<file path="config.mk">
export PLATFORM = sky130hd
export DESIGN_NAME = hcpa_adder
export DESIGN_NICKNAME = d
export VERILOG_FILES = /design/src/rtl/hcpa_pkg.sv /design/src/rtl/hcpa_pre.sv /design/src/rtl/hcpa_bk_tree.sv /design/src/rtl/hcpa_ones_ripple.sv /design/src/rtl/hcpa_adder.sv
export SDC_FILE = /design/constraint.sdc
export NUM_CORES = 1
export LEC_CHECK = 0
export CAP_MARGIN = 20
export CORE_MARGIN = 8
export CORE_UTILIZATION = 35
export DETAILED_ROUTE_END_ITERATION = 10
export PLACE_DENSITY = 0.95
export SLEW_MARGIN = 0
export SYNTH_ARGS = -nofsm -noshare
export SYNTH_HDL_FRONTEND = slang
export SYNTH_HIERARCHICAL = 1
export SYNTH_SLANG_ARGS = --single-unit
</file>
<file path="constraint.sdc">
create_clock -name vclk -period 6.8
set_clock_uncertainty 0.2 [all_clocks]
set_input_delay 1.36 -clock vclk [all_inputs]
set_output_delay 1.36 -clock vclk [all_outputs]
set_load 0.01 [all_outputs]
</file>
<file path="src/rtl/hcpa_pkg.sv">
package hcpa_pkg;

    // Group generate of a hi/lo pair: used by both black and gray cells.
    function automatic logic pfx_gen(input logic g_hi, input logic p_hi, input logic g_lo);
        return g_hi | (p_hi & g_lo);
    endfunction

    // Group propagate of a hi/lo pair: black cells only.
    function automatic logic pfx_prop(input logic p_hi, input logic p_lo);
        return p_hi & p_lo;
    endfunction

    // Upper-field cell with the second addend fixed at one.
    function automatic logic ones_sum(input logic a, input logic c);
        return ~(a ^ c);
    endfunction

    function automatic logic ones_carry(input logic a, input logic c);
        return a | c;
    endfunction

endpackage

</file>
<file path="src/rtl/hcpa_pre.sv">
module hcpa_pre #(
    parameter int W = 8
) (
    input  logic [W-1:0] a_i,
    input  logic [W-1:0] b_i,
    output logic [W-1:0] gen_o,
    output logic [W-1:0] prop_o
);
    for (genvar i = 0; i < W; i++) begin : g_bit
        assign gen_o[i]  = a_i[i] & b_i[i];
        assign prop_o[i] = a_i[i] ^ b_i[i];
    end
endmodule

</file>
<file path="src/rtl/hcpa_bk_tree.sv">
module hcpa_bk_tree
    import hcpa_pkg::*;
#(
    parameter int W = 8
) (
    input  logic [W-1:0] gen_i,
    input  logic [W-1:0] prop_i,
    input  logic         cin_i,
    output logic [W:0]   carry_o   // carry_o[i] enters bit i; carry_o[W] leaves the field
);
    localparam int LOG2W = $clog2(W);

    always_comb begin : bk_net
        logic [W-1:0] g_d;
        logic [W-1:0] p_d;
        g_d = gen_i;
        p_d = prop_i;
        // carry-in as position-zero generate with zero propagate, merged by a gray cell
        g_d[0] = pfx_gen(gen_i[0], prop_i[0], cin_i);
        p_d[0] = 1'b0;
        // up-sweep: node i absorbs the span of node i - 2^k
        for (int k = 0; k < LOG2W; k++) begin
            for (int i = 0; i < W; i++) begin
                if (((i + 1) % (2 << k)) == 0) begin
                    if (i == (2 << k) - 1) begin
                        g_d[i] = pfx_gen(g_d[i], p_d[i], g_d[i - (1 << k)]);
                    end else begin
                        g_d[i] = pfx_gen(g_d[i], p_d[i], g_d[i - (1 << k)]);
                        p_d[i] = pfx_prop(p_d[i], p_d[i - (1 << k)]);
                    end
                end
            end
        end
        // down-sweep: gray cells finish the remaining prefixes
        for (int k = LOG2W - 2; k >= 0; k--) begin
            for (int i = 0; i < W; i++) begin
                if ((((i + 1) % (2 << k)) == (1 << k)) && (i > (1 << k))) begin
                    g_d[i] = pfx_gen(g_d[i], p_d[i], g_d[i - (1 << k)]);
                end
            end
        end
        carry_o = {g_d, cin_i};
    end
endmodule

</file>
<file path="src/rtl/hcpa_ones_ripple.sv">
module hcpa_ones_ripple
    import hcpa_pkg::*;
#(
    parameter int W = 8
) (
    input  logic [W-1:0] a_i,
    input  logic         cin_i,
    output logic [W-1:0] sum_o,
    output logic         cout_o
);
    logic [W:0] chain_d;
    assign chain_d[0] = cin_i;

    for (genvar j = 0; j < W; j++) begin : g_cell
        assign sum_o[j]       = ones_sum(a_i[j], chain_d[j]);
        assign chain_d[j + 1] = ones_carry(a_i[j], chain_d[j]);
    end

    assign cout_o = chain_d[W];
endmodule

</file>
<file path="src/rtl/hcpa_adder.sv">
module hcpa_adder #(
    parameter int N = 16,
    parameter int L = 8
) (
    input  logic [N-1:0] a_i,
    input  logic [L-1:0] b_lo_i,
    input  logic         cin_i,
    output logic [N-1:0] sum_o,
    output logic         cout_o
);
    localparam int H = N - L;

    logic [L-1:0] gen_d;
    logic [L-1:0] prop_d;
    logic [L:0]   carry_d;
    logic         carry_mid;

    hcpa_pre #(.W(L)) u_pre (
        .a_i    (a_i[L-1:0]),
        .b_i    (b_lo_i),
        .gen_o  (gen_d),
        .prop_o (prop_d)
    );

    hcpa_bk_tree #(.W(L)) u_tree (
        .gen_i   (gen_d),
        .prop_i  (prop_d),
        .cin_i   (cin_i),
        .carry_o (carry_d)
    );

    assign sum_o[L-1:0] = prop_d ^ carry_d[L-1:0];
    assign carry_mid    = carry_d[L];

    hcpa_ones_ripple #(.W(H)) u_upper (
        .a_i    (a_i[N-1:L]),
        .cin_i  (carry_mid),
        .sum_o  (sum_o[N-1:L]),
        .cout_o (cout_o)
    );
endmodule

</file>
==> results.rst, run 1 <==
.. list-table::
   :header-rows: 1

   * - Metric
     - Value
   * - Category of the worst setup path launch point
     - input port
   * - Fillcell total
     - approximately 110
   * - Post-detail-place hpwl
     - about 1300 µm
   * - Family with the most delay on the worst path
     - adder cells
   * - Number of resized instances in the post-cts repair step
     - 0
   * - First-pass GRT wire length
     - roughly 2200 µm
   * - Ratio of final minimum period to clock period
     - 0.974
   * - Highest metal used
     - met3
   * - Cells after synthesis
     - 57
   * - Area occupied by multi-input gates
     - about 380 µm²
   * - Placed cell count
     - approximately 110
   * - Syn. warnings
     - 6
   * - Cell at the slowest stage of the critical path
     - clkdlybuf4s50_1
   * - Sequential cell fraction of total power
     - 0
   * - Required arrival time at the worst endpoint
     - ~5.2 ns
   * - Total congestion overflow
     - 0
   * - Met2 Wirelength
     - ~800 µm
   * - Arrival time worst endpoint
     - 5.06 ns
   * - Number of DRC violations after detailed-routing iteration 0
     - 3
   * - Pre-CTS setup slack
     - approximately 0.15 ns
   * - Distinct cells, synth
     - 12
   * - Number of port buffers
     - between 40 and 50
   * - Die H
     - ~52 µm
   * - Outcome
     - completed
   * - Layout clock buffer count
     - 0
   * - Wire length per cell after detailed routing
     - around 12 µm
   * - WL final
     - roughly 1400 µm
   * - Nets
     - approximately 140
   * - Floorplan row count
     - 13
   * - Final Non-Filler Cells
     - 115
   * - DR vias
     - 518
   * - Number of ports placed on the die boundary
     - 42
   * - Switching power
     - roughly 0.033 mW
   * - Minimum clock period
     - around 6.6 ns
   * - Met3 wirelength from detailed routing
     - around 120 µm
   * - Least-Margin Pin Slew
     - 0.295 ns
   * - Remaining antenna violation count after routing
     - 0
   * - Slowest Stage Delay on Critical Path
     - between 0.5 and 0.6 ns
   * - Share of total power consumed by net switching
     - 0.384
   * - Area post-placement
     - around 890 µm²
   * - Final routed DRC violation total
     - 0
   * - Weighted congestion at the end of routability-driven global placement
     - 0.716
   * - WP buf/inv
     - 4
   * - Die Wd
     - around 52 µm
   * - Post-synthesis area per instance
     - about 8 µm²
   * - Area enclosed by the die boundary
     - about 2700 µm²
   * - Leakage power
     - between 0.4 and 0.5 nW
   * - Synthesis-to-layout area growth
     - 97.5%
   * - Combinational share of power
     - 1.000
   * - Initial antenna violation count
     - 0
   * - Number of maximum-capacitance violations
     - 0
   * - Power after layout
     - just under 0.09 mW
   * - Number of max-slew violations in the final report
     - 0
   * - Areal power density over the cells
     - about 96 nW/µm²
   * - Internal portion of total power
     - around 0.053 mW
   * - Worst setup slack after layout
     - between 0.15 and 0.2 ns
   * - Max Clk Rate
     - between 150 and 200 MHz
   * - Design area
     - 905 µm²
   * - Number of iterations in the first detailed-routing pass
     - 3
   * - Critical path endpoint category
     - output port
   * - Worst min-delay path class
     - in -> out
   * - Effective utilization at floorplan
     - 0.361
   * - Nets in the synthesized netlist
     - 98
   * - Per-cell via count in the routed design
     - 4.50
   * - Part of the Yosys area used for sequential elements
     - 0
   * - Category of the critical setup timing path
     - in -> out
   * - Total standard cell area after synthesis
     - between 400 and 500 µm²
   * - Share of layout cells above drive strength 1
     - 0.0700
   * - Final setup violating endpoints
     - 0
   * - Cell chain of the critical path
     - clkdlybuf4s50_1 -> ha_1 -> a211oi_2 -> o31ai_2 -> a31o_1 -> a31o_1 -> inv_1 -> ha_1 -> ha_1 -> ha_1 -> ha_1 -> ha_1 -> ha_1 -> ha_1 -> ha_1 -> inv_1 -> clkdlybuf4s50_1
   * - Register area
     - 0 µm²
   * - Max_slew headroom
     - 0.802
   * - Core Box Area
     - roughly 1300 µm²
   * - Clock share of power
     - 0
   * - Dominant cell type by count on the critical path
     - ha_1
   * - Total global-route track usage
     - 0.0956
   * - Count of endpoints failing hold in the final timing report
     - 0
   * - Layout sequential cell count
     - 0
   * - Met1 Routed Length
     - between 400 and 500 µm
   * - Maximum net fanout on the critical path
     - 3
   * - Pin count of the biggest net entering global routing
     - 4
   * - Diode count
     - 0
   * - Number of global-route vias before repair
     - 516
   * - IR drop worst, VDD
     - 58.3 µV
==> per-layer routing <==
metal / track usage / vias up
met5: 0 / -
met4: 0 / 0
met3: 0.0313 / 0
met2: 0.196 / 19
met1: 0.0944 / 228
li1: - / 271
==> final cells by class <==
| class | instances | share of cell area |
|---|---|---|
| well taps | 15 | 0.0207 |
| multi-input cells | 37 | 0.419 |
| inverters | 19 | 0.0788 |
| repair buffers | 44 | 0.481 |
==> final timing paths <==
check	slack (ns)	endpoint	from	cells past startpoint
worst max-delay path	0.18	sum_o[15]	a_i[0]	17
worst min-delay path	3.58	sum_o[14]	a_i[14]	5
==> cell families (layout without fill, tap and decap cells) <==
logic type	Yosys count	after routing	synth area share
buffers and inverters	20	63	0.172
adder cells (fa/ha/maj)	16	16	0.437
AO/OA/AOI/OAI	13	13	0.238
XOR/XNOR	8	8	0.153
==> timing repair <==
action	CTS	global route
endpoints found under the setup margin	0	1
setup buffers	0	2
hold buffers	0	0
==> through the flow <==
stage	util	TNS, ns	hold slack (ns)
floorplan	-	0	2.69
global placement	0.701	0	3.58
detailed placement	0.701	0	3.59
CTS	0.701	0	3.59
global route	0.713	-0.00110	3.63
finish	0.713	0	3.58
==> power groups by stage <==
stage / registers [mW] / logic (mW) / clock network (mW)
final: 0 / 0.0865 / 0
after global routing: 0 / 0.0943 / 0
after CTS: 0 / 0.0858 / 0
after detailed placement: 0 / 0.0854 / 0
after global placement: 0 / 0.0830 / 0
after floorplan: 0 / 0.0368 / 0
==> synth_stat cells <==
cell | number | area share
a211oi_2 | 1 | 0.027
a21o_1 | 3 | 0.049
a21o_2 | 3 | 0.057
a21oi_1 | 1 | 0.011
a31o_1 | 2 | 0.038
buf_4 | 1 | 0.016
ha_1 | 16 | 0.44
inv_1 | 19 | 0.16
o21ai_1 | 1 | 0.011
o21bai_1 | 1 | 0.016
o31ai_2 | 1 | 0.027
xor2_1 | 8 | 0.15
==> cells in the final DEF, fill, tap and decap left out, drive strengths merged, types with 2 or more instances in the layout <==
| master | n |
|---|---|
| a21o | 6 |
| a31o | 2 |
| buf | 2 |
| clkdlybuf4s50 | 42 |
| ha | 16 |
| inv | 19 |
| xor2 | 8 |
No activity file was read; power rests on OpenSTA's default activity.
==> run 2, diff against run 1 <==
- CELL_PAD_IN_SITES_DETAIL_PLACEMENT: unset -> 0
- CELL_PAD_IN_SITES_GLOBAL_PLACEMENT: unset -> 1
- CORE_UTILIZATION: 35 -> 23
- SYNTH_HIERARCHICAL: 1 -> unset
==> results.rst, run 2 <==
.. list-table::
   :header-rows: 1

   * - Metric
     - Value
   * - Outcome
     - completed
   * - Part of the Yosys area used for sequential elements
     - 0
   * - Area share of the largest cell type after synthesis
     - 0.381
   * - Effective utilization at floorplan
     - 0.239
   * - Least-Margin Pin Slew
     - 0.199 ns
   * - Critical path endpoint category
     - output port
   * - First-pass GRT wire length
     - around 2200 µm
   * - Leakage power
     - between 0.4 and 0.5 nW
   * - WL final
     - approximately 1300 µm
   * - Cell accounting for the most synthesized area
     - ha_1
   * - Final routed DRC violation total
     - 0
   * - Post-synthesis area per instance
     - 8.20 µm²
   * - Most frequent standard cell in the layout excluding fill and tap cells
     - clkdlybuf4s50_1
   * - Worst min-delay path class
     - in -> out
   * - Ranking of synthesized cells by instance count
     - inv_1, ha_1, fa_1, a21o_1, xor2_1
   * - Floorplan row count
     - 16
   * - Syn. warnings
     - 0
   * - Share of layout cells above drive strength 1
     - 0.0306
   * - Post-detail-place hpwl
     - around 1200 µm
   * - Category of the worst setup path launch point
     - input port
   * - Remaining antenna violation count after routing
     - 0
   * - Arrival time worst endpoint
     - 5.01 ns
   * - IR drop worst, VDD
     - 44.1 µV
   * - Core Box Area
     - ~1900 µm²
   * - Areal power density over the cells
     - ~85 nW/µm²
   * - Number of max-slew violations in the final report
     - 0
   * - Required arrival time at the worst endpoint
     - between 5 and 6 ns
   * - Number of port buffers
     - 42
   * - Worst setup slack after layout
     - about 0.23 ns
   * - Cells after synthesis
     - 56
   * - Diode count
     - 0
   * - Library cell with the highest instance count after synthesis
     - inv_1
   * - Number of stages on the worst hold path
     - 5
   * - Wire length per cell after detailed routing
     - 10.1 µm
   * - Ratio of final minimum period to clock period
     - 0.966
   * - Initial antenna violation count
     - 0
   * - Layout clock buffer count
     - 0
   * - Fillcell total
     - 198
   * - Most frequent cells in the layout
     - clkdlybuf4s50_1, inv_1, ha_1, fa_1
   * - Number of global-route vias before repair
     - approximately 500
   * - Die Wd
     - approximately 60 µm
   * - Pin count of the biggest net entering global routing
     - 4
   * - Number of iterations in the first detailed-routing pass
     - 2
   * - Die H
     - slightly above 60 µm
   * - Per-cell via count in the routed design
     - about 3.8
   * - Number of maximum-capacitance violations
     - 0
   * - Nets in the synthesized netlist
     - 100
   * - Post-route setup TNS
     - 0 ns
   * - Synthesis-to-layout area growth
     - 99.7%
   * - Number of ports placed on the die boundary
     - 42
   * - Total congestion overflow
     - 0
   * - Category of the critical setup timing path
     - in -> out
   * - Nets
     - 144
   * - Area occupied by multi-input gates
     - 365 µm²
   * - Final setup violating endpoints
     - 0
   * - Minimum clock period
     - 6.57 ns
   * - Cell types with the largest area share after synthesis
     - ha_1, fa_1, inv_1
   * - Maximum net fanout on the critical path
     - 3
   * - DR vias
     - 479
   * - Register area
     - 0 µm²
   * - Max_slew headroom
     - 0.867
   * - Pre-CTS setup slack
     - 0.120 ns
   * - Number of DRC violations after detailed-routing iteration 0
     - 6
   * - Utilization after layout
     - 0.477
   * - Total global-route track usage
     - 0.0707
   * - Total standard cell area after synthesis
     - approximately 460 µm²
   * - Distinct cells, synth
     - 12
   * - Setup repair after global routing missed its margin
     - false
   * - Count of endpoints failing hold in the final timing report
     - 0
   * - Layout sequential cell count
     - 0
   * - Area enclosed by the die boundary
     - approximately 3700 µm²
   * - Weighted congestion at the end of routability-driven global placement
     - roughly 0.65
   * - Max Clk Rate
     - ~150 MHz
-- run 2: changes by cell type in the layout (fill, tap and decap cells not counted), moves of 2 or more --
cell,change
a21o_2,-2
a31o_1,-2
buf_4,-2
fa_1,+5
ha_1,-2
inv_1,+7
xor2_1,-6
-- run 2: kinds of logic (layout without fill, tap and decap cells) --
kind of cell | count (synthesis) | after routing | share of synthesized area
buffers and inverters | 26 | 68 | 0.213
XOR/XNOR | 3 | 3 | 0.0572
adder cells (fa/ha/maj) | 19 | 19 | 0.599
AO/OA/AOI/OAI | 8 | 8 | 0.131
-- run 2: final timing paths --
check | start | end | slack (ns)
setup / recovery | a_i[0] | sum_o[15] | 0.23
hold / removal | a_i[10] | sum_o[10] | 3.58
-- run 2: power breakdown --
part	switching (mW)	internal (mW)	total, mW
registers	0	0	0
logic	0.0298	0.0483	0.0781
clock network	0	0	0
-- run 2: critical path, stage by stage --
cell,delay (ns)
clkdlybuf4s50_1,0.45
inv_1,0.05
fa_1,0.40
inv_1,0.07
fa_1,0.21
a211oi_2,0.08
o21ai_2,0.16
a31oi_1,0.12
ha_1,0.19
ha_1,0.17
ha_1,0.18
ha_1,0.18
ha_1,0.18
ha_1,0.18
ha_1,0.17
ha_1,0.27
inv_1,0.05
clkdlybuf4s50_1,0.53
-- run 2: timing repair --
item                                    4_1_cts  5_1_grt
endpoints found under the setup margin        0        1
hold buffers                                  0        0
resized for setup                             0        1
setup buffers                                 0        0
-- run 2: per-layer routing --
| layer | up-vias | wire [µm] | global-route usage |
|---|---|---|---|
| met5 | - | 0 | 0 |
| met4 | 0 | 0 | 0 |
| met3 | 0 | 110 | 0.00847 |
| met2 | 25 | 591 | 0.130 |
| met1 | 201 | 556 | 0.0898 |
| li1 | 253 | - | - |
-- run 2: stage by stage --
stage,instance area [µm²],instances,power [mW],hold slack (ns)
6_report,917,125,0.0781,3.58
5_1_grt,917,125,0.0879,3.64
4_1_cts,913,125,0.0795,3.59
3_5_place_dp,913,125,0.0791,3.59
3_3_place_gp,913,125,0.0781,3.59
2_1_floorplan,459,56,0.0327,2.71
-- run 2: area by class of cell --
cell class	count	area share
well taps	27	0.0368
inverters	26	0.106
repair buffers	42	0.458
multi-input cells	30	0.398
==> run 3, diff against run 2 <==
- SLEW_MARGIN: 0 -> unset
==> results of run 3 <==
The final DEF is identical to that of run 2; final timing and power are the same.
